--- src/rtl/sdcmd_pkg.sv ---
package sdcmd_pkg;

  typedef enum logic [2:0] {
    ST_IDLE, ST_FLUSH, ST_WAIT, ST_SEND, ST_SKIP, ST_POLL, ST_DONE
  } phase_t;

  localparam logic [7:0] FILL_BYTE = 8'hFF;
  localparam logic [7:0] FIXED_CRC = 8'h95;
  localparam logic [5:0] STOP_IDX  = 6'd12;
  localparam int         FRAME_LEN = 6;

  // Byte at position slot of the six-byte command frame
  function automatic logic [7:0] frame_byte(input logic [5:0] idx,
                                            input logic [31:0] arg,
                                            input logic [2:0] slot);
    case (slot)
      3'd0:    return {2'b01, idx};
      3'd1:    return arg[31:24];
      3'd2:    return arg[23:16];
      3'd3:    return arg[15:8];
      3'd4:    return arg[7:0];
      default: return FIXED_CRC;
    endcase
  endfunction

  // True when used exchanges reach the limit; a zero limit counts as one
  function automatic logic wait_exhausted(input logic [31:0] used,
                                          input logic [31:0] limit);
    logic [31:0] eff;
    eff = (limit == 32'd0) ? 32'd1 : limit;
    return used >= eff;
  endfunction

endpackage

--- src/rtl/sdcmd_count.sv ---
module sdcmd_count #(
  parameter int W = 4
) (
  input  logic         clk,
  input  logic         rst_n,
  input  logic         clr,
  input  logic         inc,
  output logic [W-1:0] cnt
);

  always_ff @(posedge clk or negedge rst_n) begin
    if (!rst_n)   cnt <= '0;
    else if (clr) cnt <= '0;
    else if (inc) cnt <= cnt + 1'b1;
  end

endmodule

--- src/rtl/sdcmd_frame.sv ---
module sdcmd_frame
  import sdcmd_pkg::*;
(
  input  logic        in_send,
  input  logic [2:0]  slot,
  input  logic [5:0]  idx,
  input  logic [31:0] arg,
  output logic [7:0]  tx
);

  always_comb tx = in_send ? frame_byte(idx, arg, slot) : FILL_BYTE;

endmodule

--- src/rtl/sdspi_cmd_issuer.sv ---
module sdspi_cmd_issuer
  import sdcmd_pkg::*;
#(
  parameter int LIMIT_W    = 16,
  parameter int POLL_TRIES = 10
) (
  input  logic               clk,
  input  logic               rst_n,
  input  logic               start,
  input  logic [5:0]         cmd_idx,
  input  logic [31:0]        cmd_arg,
  input  logic [LIMIT_W-1:0] ready_limit,
  output logic               cmd_done,
  output logic [7:0]         cmd_resp,
  output logic               cmd_fail,
  output logic               xfer_req,
  output logic [7:0]         xfer_tx,
  input  logic               xfer_ack,
  input  logic [7:0]         xfer_rx
);

  localparam int STEP_W = ($clog2(POLL_TRIES) > 2) ? $clog2(POLL_TRIES) + 1 : 3;
  localparam logic [STEP_W-1:0] LAST_SLOT = STEP_W'(FRAME_LEN - 1);
  localparam logic [STEP_W-1:0] LAST_POLL = STEP_W'(POLL_TRIES - 1);

  phase_t st, st_d;
  logic [5:0]         idx_q;
  logic [31:0]        arg_q;
  logic [LIMIT_W-1:0] lim_q;
  logic [LIMIT_W-1:0] wait_cnt;
  logic [STEP_W-1:0]  step;
  logic [2:0]         slot;

  // Named internal events
  logic busy, xfer_done, phase_change;
  logic in_wait, in_send, in_skip, in_poll;
  logic ev_card_ready, ev_ready_timeout, ev_frame_end, ev_resp_ok, ev_poll_giveup;

  assign busy      = (st != ST_IDLE);
  assign xfer_req  = (st != ST_IDLE) && (st != ST_DONE);
  assign xfer_done = xfer_req && xfer_ack;
  assign in_wait   = (st == ST_WAIT);
  assign in_send   = (st == ST_SEND);
  assign in_skip   = (st == ST_SKIP);
  assign in_poll   = (st == ST_POLL);
  assign slot      = step[2:0];

  assign ev_card_ready    = xfer_done && in_wait && (xfer_rx == FILL_BYTE);
  assign ev_ready_timeout = xfer_done && in_wait && (xfer_rx != FILL_BYTE) &&
                            wait_exhausted(32'(wait_cnt) + 32'd1, 32'(lim_q));
  assign ev_frame_end     = xfer_done && in_send && (step == LAST_SLOT);
  assign ev_resp_ok       = xfer_done && in_poll && !xfer_rx[7];
  assign ev_poll_giveup   = xfer_done && in_poll && xfer_rx[7] && (step == LAST_POLL);

  always_comb begin
    st_d = st;
    case (st)
      ST_IDLE:  if (start) st_d = ST_FLUSH;
      ST_FLUSH: if (xfer_done) st_d = ST_WAIT;
      ST_WAIT:  if (ev_card_ready) st_d = ST_SEND;
                else if (ev_ready_timeout) st_d = ST_DONE;
      ST_SEND:  if (ev_frame_end) st_d = (idx_q == STOP_IDX) ? ST_SKIP : ST_POLL;
      ST_SKIP:  if (xfer_done) st_d = ST_POLL;
      ST_POLL:  if (ev_resp_ok || ev_poll_giveup) st_d = ST_DONE;
      ST_DONE:  st_d = ST_IDLE;
      default:  st_d = ST_IDLE;
    endcase
  end

  assign phase_change = (st_d != st);

  // Byte position within the frame or polling window
  sdcmd_count #(.W(STEP_W)) u_step (
    .clk(clk), .rst_n(rst_n), .clr(phase_change), .inc(xfer_done), .cnt(step)
  );

  // Ready-wait exchanges so far
  sdcmd_count #(.W(LIMIT_W)) u_wait (
    .clk(clk), .rst_n(rst_n), .clr(phase_change), .inc(xfer_done && in_wait),
    .cnt(wait_cnt)
  );

  sdcmd_frame u_frame (
    .in_send(in_send), .slot(slot), .idx(idx_q), .arg(arg_q), .tx(xfer_tx)
  );

  always_ff @(posedge clk or negedge rst_n) begin
    if (!rst_n) begin
      st       <= ST_IDLE;
      idx_q    <= '0;
      arg_q    <= '0;
      lim_q    <= '0;
      cmd_resp <= FILL_BYTE;
      cmd_fail <= 1'b0;
    end else begin
      st <= st_d;
      if (st == ST_IDLE && start) begin
        idx_q <= cmd_idx;
        arg_q <= cmd_arg;
        lim_q <= ready_limit;
      end
      if (ev_ready_timeout) begin
        cmd_resp <= FILL_BYTE;
        cmd_fail <= 1'b1;
      end else if (ev_resp_ok || ev_poll_giveup) begin
        cmd_resp <= xfer_rx;
        cmd_fail <= ev_poll_giveup;
      end
    end
  end

  assign cmd_done = (st == ST_DONE);

endmodule

--- config.mk ---
export PLATFORM = sky130hd
export DESIGN_NAME = sdspi_cmd_issuer
export DESIGN_NICKNAME = d
export VERILOG_FILES = /design/src/rtl/sdcmd_pkg.sv /design/src/rtl/sdcmd_count.sv /design/src/rtl/sdcmd_frame.sv /design/src/rtl/sdspi_cmd_issuer.sv
export SDC_FILE = /design/constraint.sdc
export NUM_CORES = 1
export LEC_CHECK = 0
export BUFFER_PORTS_ARGS = -buffer_cell sky130_fd_sc_hd__buf_4
export CAP_MARGIN = 20
export CORE_MARGIN = 3
export CORE_UTILIZATION = 36
export DETAILED_ROUTE_END_ITERATION = 6
export GPL_TIMING_DRIVEN = 0
export PLACE_DENSITY = 0.67
export SETUP_SLACK_MARGIN = 0.15
export SLEW_MARGIN = 40
export SYNTH_ARGS = -nofsm -noshare
export SYNTH_HDL_FRONTEND = slang
export SYNTH_SLANG_ARGS = --single-unit
--- constraint.sdc ---
create_clock -name clk -period 4.5 [get_ports clk]
set_input_delay 0 -clock clk [delete_from_list [all_inputs] [get_ports clk]]
set_output_delay 0 -clock clk [all_outputs]
set_load 0.01 [all_outputs]
; After elaboration in Yosys (flattened, before gate mapping)
; Index checks and enable logic that the tools add are counted.
; W data, S select, Z words.
[totals]
ff_bits = 87
in_bits = 66
out_inout_bits = 19
[classes]
eq_ne = 17
reduce_logical = 22
order_cmp = 1
mux = 20
n_addsub = 3
[ops]
columns = cell, count
row1 = $mux W16, 3
row2 = $pmux W8 S5, 1
row3 = $mux W8, 3
row4 = $mux W3, 7
row5 = $pmux W3 S6, 1
row6 = $add A16 B1 Y17 const B, 1
row7 = $ge A17 B16 Y1, 1
row8 = $add A16 B1 Y16 const B, 1
row9 = $logic_not A16 Y1, 1
row10 = $logic_and A1 B1 Y1, 13
row11 = $eq A3 B2 Y1 const B, 4
row12 = $eq A3 B3 Y1 const B, 4
row13 = $mux W5, 2
row14 = $eq A8 B8 Y1 const B, 1
row15 = $ne A8 B8 Y1 const B, 1
row16 = $eq A3 B1 Y1 const B, 2
row17 = $eq A6 B4 Y1 const B, 1
row18 = $logic_not A3 Y1, 2
row19 = $reduce_bool A2 Y1, 3
row20 = $add A5 B1 Y5 const B, 1
row21 = $eq A5 B3 Y1 const B, 1
row22 = $eq A5 B4 Y1 const B, 1
row23 = $mux W1, 3
row24 = $ne A3 B3 Y1, 1
row25 = 4 further kinds, 4

; Logic depth before layout (Yosys ltp)
[logic_depth]
ltp_word = 11
ltp_mapped = 12

; By module
; A second synthesis with hierarchy kept.
[unflattened]
hier_cells = 473
hier_area_um2 = 5043.6
[modules_own_cells]
columns = mod, seq_area_each_um2, n_inst, cells_per_inst, area_per_inst_um2
row1 = sdspi_cmd_issuer, 1661.6, 1, 311, 3488.3
row2 = sdcmd_count (u_wait), 400.4, 1, 82, 872.1
row3 = sdcmd_frame, 0.0, 1, 58, 430.4
row4 = sdcmd_count (u_step), 125.1, 1, 22, 252.7

; Worst setup path after synthesis
; OpenSTA, ideal clock, no wires.
[synth_path]
path_type = flip-flop to flip-flop
startpoint = reg u_wait.cnt[0]
endpoint = reg st[2]
setup_slack_ps = 1517
arrival_time_ps = 2852
t_required_ps = 4369
stages_incl_launch_ff = 13
setup_time_ps = 131
cell_sequence = dfrtp_1 > ha_1 > nand3_4 > nor4_4 > nand2_1 > xnor2_1 > ha_1 > nand4_1 > nor2_1 > a2111oi_1 > a21oi_1 > clkbuf_1 > or3_1
[synth_via]
elab_chain_cells = 6
[synth_lines]
columns = element, line_no
row1 = start: declaration, sdcmd_count.sv:8  ; output logic [W-1:0] cnt
row2 = start signal: assignment, sdcmd_count.sv:14  ; else if (inc) cnt <= cnt + 1'b1;
row3 = $add A16 B1 Y17, sdspi_cmd_issuer.sv:50  ; wait_exhausted(32'(wait_cnt) + 32'd1, 32'(lim_q));
row4 = $ge A17 B16 Y1, sdcmd_pkg.sv:31  ; return used >= eff;
row5 = $logic_and A1 B1 Y1, sdspi_cmd_issuer.sv:49  ; assign ev_ready_timeout = xfer_done && in_wait && (xfer_rx != FILL_BYTE) &&
row6 = $mux W3, sdspi_cmd_issuer.sv:61  ; else if (ev_ready_timeout) st_d = ST_DONE;
row7 = $mux W3, sdspi_cmd_issuer.sv:60  ; ST_WAIT: if (ev_card_ready) st_d = ST_SEND;
row8 = $pmux W3 S6, sdspi_cmd_issuer.sv:57  ; case (st)
row9 = named net st_d[2], sdspi_cmd_issuer.sv:26  ; phase_t st, st_d;
row10 = end signal: assignment, sdspi_cmd_issuer.sv:96  ; st <= st_d;
row11 = end: declaration, sdspi_cmd_issuer.sv:26
; The timed path passes the listed nets, and every way through them passes these cells.
; A chain may end at the register's enable or synchronous reset.

; Worst setup path in the final report
[layout_path]
startpoint = reg u_wait.cnt[0]
endpoint = reg cmd_fail
[layout_via]
elab_chain_cells = 4
word_cells_on_any_way = 5
[layout_lines]
columns = element, line_no
row1 = $add A16 B1 Y17 *, sdspi_cmd_issuer.sv:50
row2 = $ge A17 B16 Y1 *, sdcmd_pkg.sv:31
row3 = $logic_and A1 B1 Y1 *, sdspi_cmd_issuer.sv:49
row4 = $mux W1 or $reduce_bool A2 Y1 (tied branches), -
row5 = end signal: assignment, sdspi_cmd_issuer.sv:107  ; cmd_fail <= ev_poll_giveup;
row6 = end: declaration, sdspi_cmd_issuer.sv:15  ; output logic cmd_fail,
; Every way passes the cells marked *; elsewhere a longest branch is shown, timed or not.

==> summary.md <==
| Metric | Value |
|---|---|
| RSZ-0062 raised after global routing | `false` |
| Post-layout util | `0.5116` |
| Area Overhead vs Synth | `36.95%` |
| Maximum level of the CTS H-tree | `3` |
| Final critical-path required period | `3.483 ns` |
| Initial antenna violation count | `0` |
| Number of vias in the routed layout | `4118` |
| Status | `finished clean` |
| Net switching share of the total power | `0.3524` |
| Number of failing setup endpoints in the final timing report | `0` |
| Placer Congestion | `0.8744` |
| Part of the power in the clock network | `0.229` |
| Pre-CTS worst setup slack | `1.031 ns` |
| Number of CTS-inserted buffers | `9` |
| Sequential cell fraction of total power | `0.386` |
| Max cap viols | `0` |
| Total placed instance area | `5640 µm²` |
| Clock Sinks | `87` |
| Final critical-path setup slack | `1.017 ns` |
| Count of non-filler cells in the finished layout | `786` |
| Proportion of layout cells with a drive suffix above 1 | `0.2964` |
| Cell count after placement | `708` |
| Clock tree from TritonCTS | `built` |
| Count of unresolved DRC violations after routing | `0` |
| WHS | `0.04527 ns` |
| Endpoint required time on the critical path | `4.71 ns` |
| Final antenna-violating net count | `0` |
| Critical Path Source | `u_wait.cnt[0]` |
| Height of the chip | `121.4 µm` |
| Port Buf Inserts | `84` |
| Highest net fanout along the worst path | `10` |
| Ports | `85` |
| Synth cell types | `52` |
| Maximum number of pins on one net before global-route repair | `88` |
| Clock skew | `0.008369 ns` |
| Die width | `121.4 µm` |
| Crit Path Class | `reg2reg` |
| Number of resized instances in the post-cts repair step | `0` |
| Post-CTS setup buffer count | `0` |
| Combined area of the multi-input logic cells | `2381 µm²` |
| Std-Cell Core Area | `12820 µm²` |
| Initial cell density of the core | `0.3736` |
| Slew of the pin with the lowest slew margin | `0.7285 ns` |
| Top-count cell post-synth | `sky130_fd_sc_hd__dfrtp_1` |
| Total Negative Setup Slacks | `0 ns` |
| Total power | `3.273 mW` |
| IR drop worst, VDD | `0.2460 mV` |
| Final layout net count | `697` |
| Diodes inserted | `0` |
| Netlist Area Pre-Place | `4791 µm²` |
| GR Overflow Total | `0` |
| Reported leakage power | `2.963 nW` |
| Total net switching power | `1.153 mW` |
| Final standard cell area without fillers | `6561 µm²` |
| Type of element launching the critical path | `register` |
| Worst relative slew slack | `0.5131` |
| Ratio of routed vias to standard cells | `5.239` |
| Detailed-router iteration count before antenna repair | `5` |
| Number of enable-type register cells in the synthesized netlist | `0` |
| P_int | `2.119 mW` |
| Global-route wire length before repair | `21.51 mm` |
| Initial DRC count | `332` |
| Startpoint of the worst-slack reg-to-reg timing path | `u_wait.cnt[0]` |
| Synth top area cells | `sky130_fd_sc_hd__dfrtp_1 41%, sky130_fd_sc_hd__mux2_2 11%, sky130_fd_sc_hd__ha_1 5.7%` |
| Area share of the largest cell type after synthesis | `0.4126` |
| Count of endpoints failing hold in the final timing report | `0` |
| Mapped Avg Cell Area | `10.60 µm²` |
| Mapped Cells | `452` |
| WP data arrival | `3.70 ns` |
| Most frequent cells after synthesis | `79 x sky130_fd_sc_hd__dfrtp_1, 48 x sky130_fd_sc_hd__mux2_2, 41 x sky130_fd_sc_hd__nand2_1, 28 x sky130_fd_sc_hd__nor4_1, 22 x sky130_fd_sc_hd__ha_1` |
| Worst skew pair latency | `0.34 ns` |
| Die area | `14730 µm²` |
| Count of fill cells added during filler insertion | `1133` |
| Yosys reg bits | `87` |
| HPWL Detailed | `8.929 mm` |
| Library cell with the largest summed area after synthesis | `sky130_fd_sc_hd__dfrtp_1` |
| Routed WL per cell | `16.62 µm` |
| Share of flip-flops with an asynchronous set or reset after synthesis | `1.000` |
| Share of total power in combinational logic | `0.385` |
| Total nets after synthesis | `540` |
| Count of hold-fix buffers inserted at cts | `62` |
| Crit path capture type | `register` |
| Total of warnings raised by yosys | `0` |
| Fmax | `0.2871 GHz` |
| Number of placement rows | `41` |
| Clk root buf | `sky130_fd_sc_hd__clkbuf_16` |
| Startpoint of the worst hold path | `xfer_rx[7]` |
| Number of global-route vias before repair | `4367` |
| GRT Overall Usage | `0.1831` |
| Sequential-to-total area share from yosys stat | `0.4565` |
| Max Root-Sink Buffers | `2` |
| Final critical-path share of the clock period | `0.7740` |
| Slew Limit Fails | `0` |
| Clock transition time at the flip-flop clock pins of the worst setup and hold paths | `0.07 ns` |
| Pwr per Cell Area | `498.8 nW/µm²` |
| Wirelength, routed | `13.06 mm` |
| Tightest Hold Check Type | `in2reg` |
| Area occupied by registers | `2187 µm²` |
| Most common flop cell mapped by yosys | `sky130_fd_sc_hd__dfrtp_1` |
[cell type report]
type | instances | area share
sequential | 87 | 0.3333
buffer | 28 | 0.02193
timing repair buffer | 146 | 0.1916
inverter | 21 | 0.01201
tap | 172 | 0.03280
clock buffer | 9 | 0.03432
clock inverter | 7 | 0.01106
multi-input combinational | 316 | 0.3629
[path summary, 6_finish.rpt]
kind	slack, ns	cells after the start	endpoint
setup / recovery	1.02	12	cmd_fail
hold / removal	0.05	3	cmd_fail
setup reg to reg	1.02	12	cmd_fail
hold reg to reg	0.51	1	arg_q[2]
max in group asynchronous	3.75	2	arg_q[29]
min in group asynchronous	0.27	2	arg_q[14]
[power groups by stage]
stage                     Clock (mW)  Sequential [mW]  Combinational [mW]
after CTS                      0.764             1.26                1.25
final                          0.750             1.26                1.26
after floorplan                    0             1.21               0.760
after detailed placement           0             1.27                1.20
after global placement             0             1.25                1.17
after global routing           0.797             1.29                1.39
[flip-flops by register name, summed over array words and instances (netlist names)]
register	count
arg_q	32
lim_q	16
u_wait.cnt	16
cmd_resp	8
idx_q	6
u_step.cnt	5
st	3
cmd_fail	1
[worst max-delay path, stage by stage (launching register included)]
cell                        delay [ns]
sky130_fd_sc_hd__dfrtp_1          0.45
sky130_fd_sc_hd__ha_1             0.30
sky130_fd_sc_hd__nand3_4          0.14
sky130_fd_sc_hd__nor3_1           0.31
sky130_fd_sc_hd__nand3_1          0.14
sky130_fd_sc_hd__xnor2_1          0.14
sky130_fd_sc_hd__ha_1             0.31
sky130_fd_sc_hd__a211oi_1         0.29
sky130_fd_sc_hd__nor2_1           0.08
sky130_fd_sc_hd__a2111oi_1        0.34
sky130_fd_sc_hd__a21oi_1          0.22
sky130_fd_sc_hd__clkbuf_1         0.24
sky130_fd_sc_hd__or3_1            0.40
[cell families after synthesis]
| group | Yosys count | share of synthesized area |
|---|---|---|
| AO/OA/AOI/OAI | 67 | 0.09898 |
| XOR/XNOR | 32 | 0.05850 |
| adder cells (fa/ha/maj) | 22 | 0.05746 |
| buffers and inverters | 49 | 0.04649 |
| flip-flops | 87 | 0.4565 |
| multiplexers | 49 | 0.1149 |
| AND/OR/NAND/NOR | 146 | 0.1671 |
[per-layer routing]
layer,global-route usage,vias up,share of wire
met5,0,-,0
met4,0.06933,0,0.022
li1,-,1962,-
met1,0.2426,1999,0.44
met2,0.3026,131,0.49
met3,0.02797,26,0.048
[layout by cell type (no fill, tap or decap), drive strengths merged, types with 4 or more instances in the layout]
| cell type | netlist | layout |
|---|---|---|
| o21ai | 20 | 20 |
| a221oi | 5 | 5 |
| nor3 | 10 | 10 |
| inv | 21 | 22 |
| nand4 | 7 | 7 |
| a222oi | 5 | 5 |
| clkinv | 0 | 4 |
| nand3 | 15 | 15 |
| nor2 | 16 | 16 |
| or3 | 12 | 12 |
| nand2 | 41 | 41 |
| a211oi | 4 | 4 |
| dfstp | 8 | 8 |
| xnor2 | 17 | 17 |
| clkbuf | 10 | 20 |
| mux2 | 48 | 48 |
| dlygate4sd3 | 0 | 62 |
| xor2 | 15 | 15 |
| nor4 | 29 | 29 |
| dfrtp | 79 | 79 |
| ha | 22 | 22 |
| a21oi | 14 | 14 |
| buf | 18 | 101 |
(Power assumes the default switching activity.)
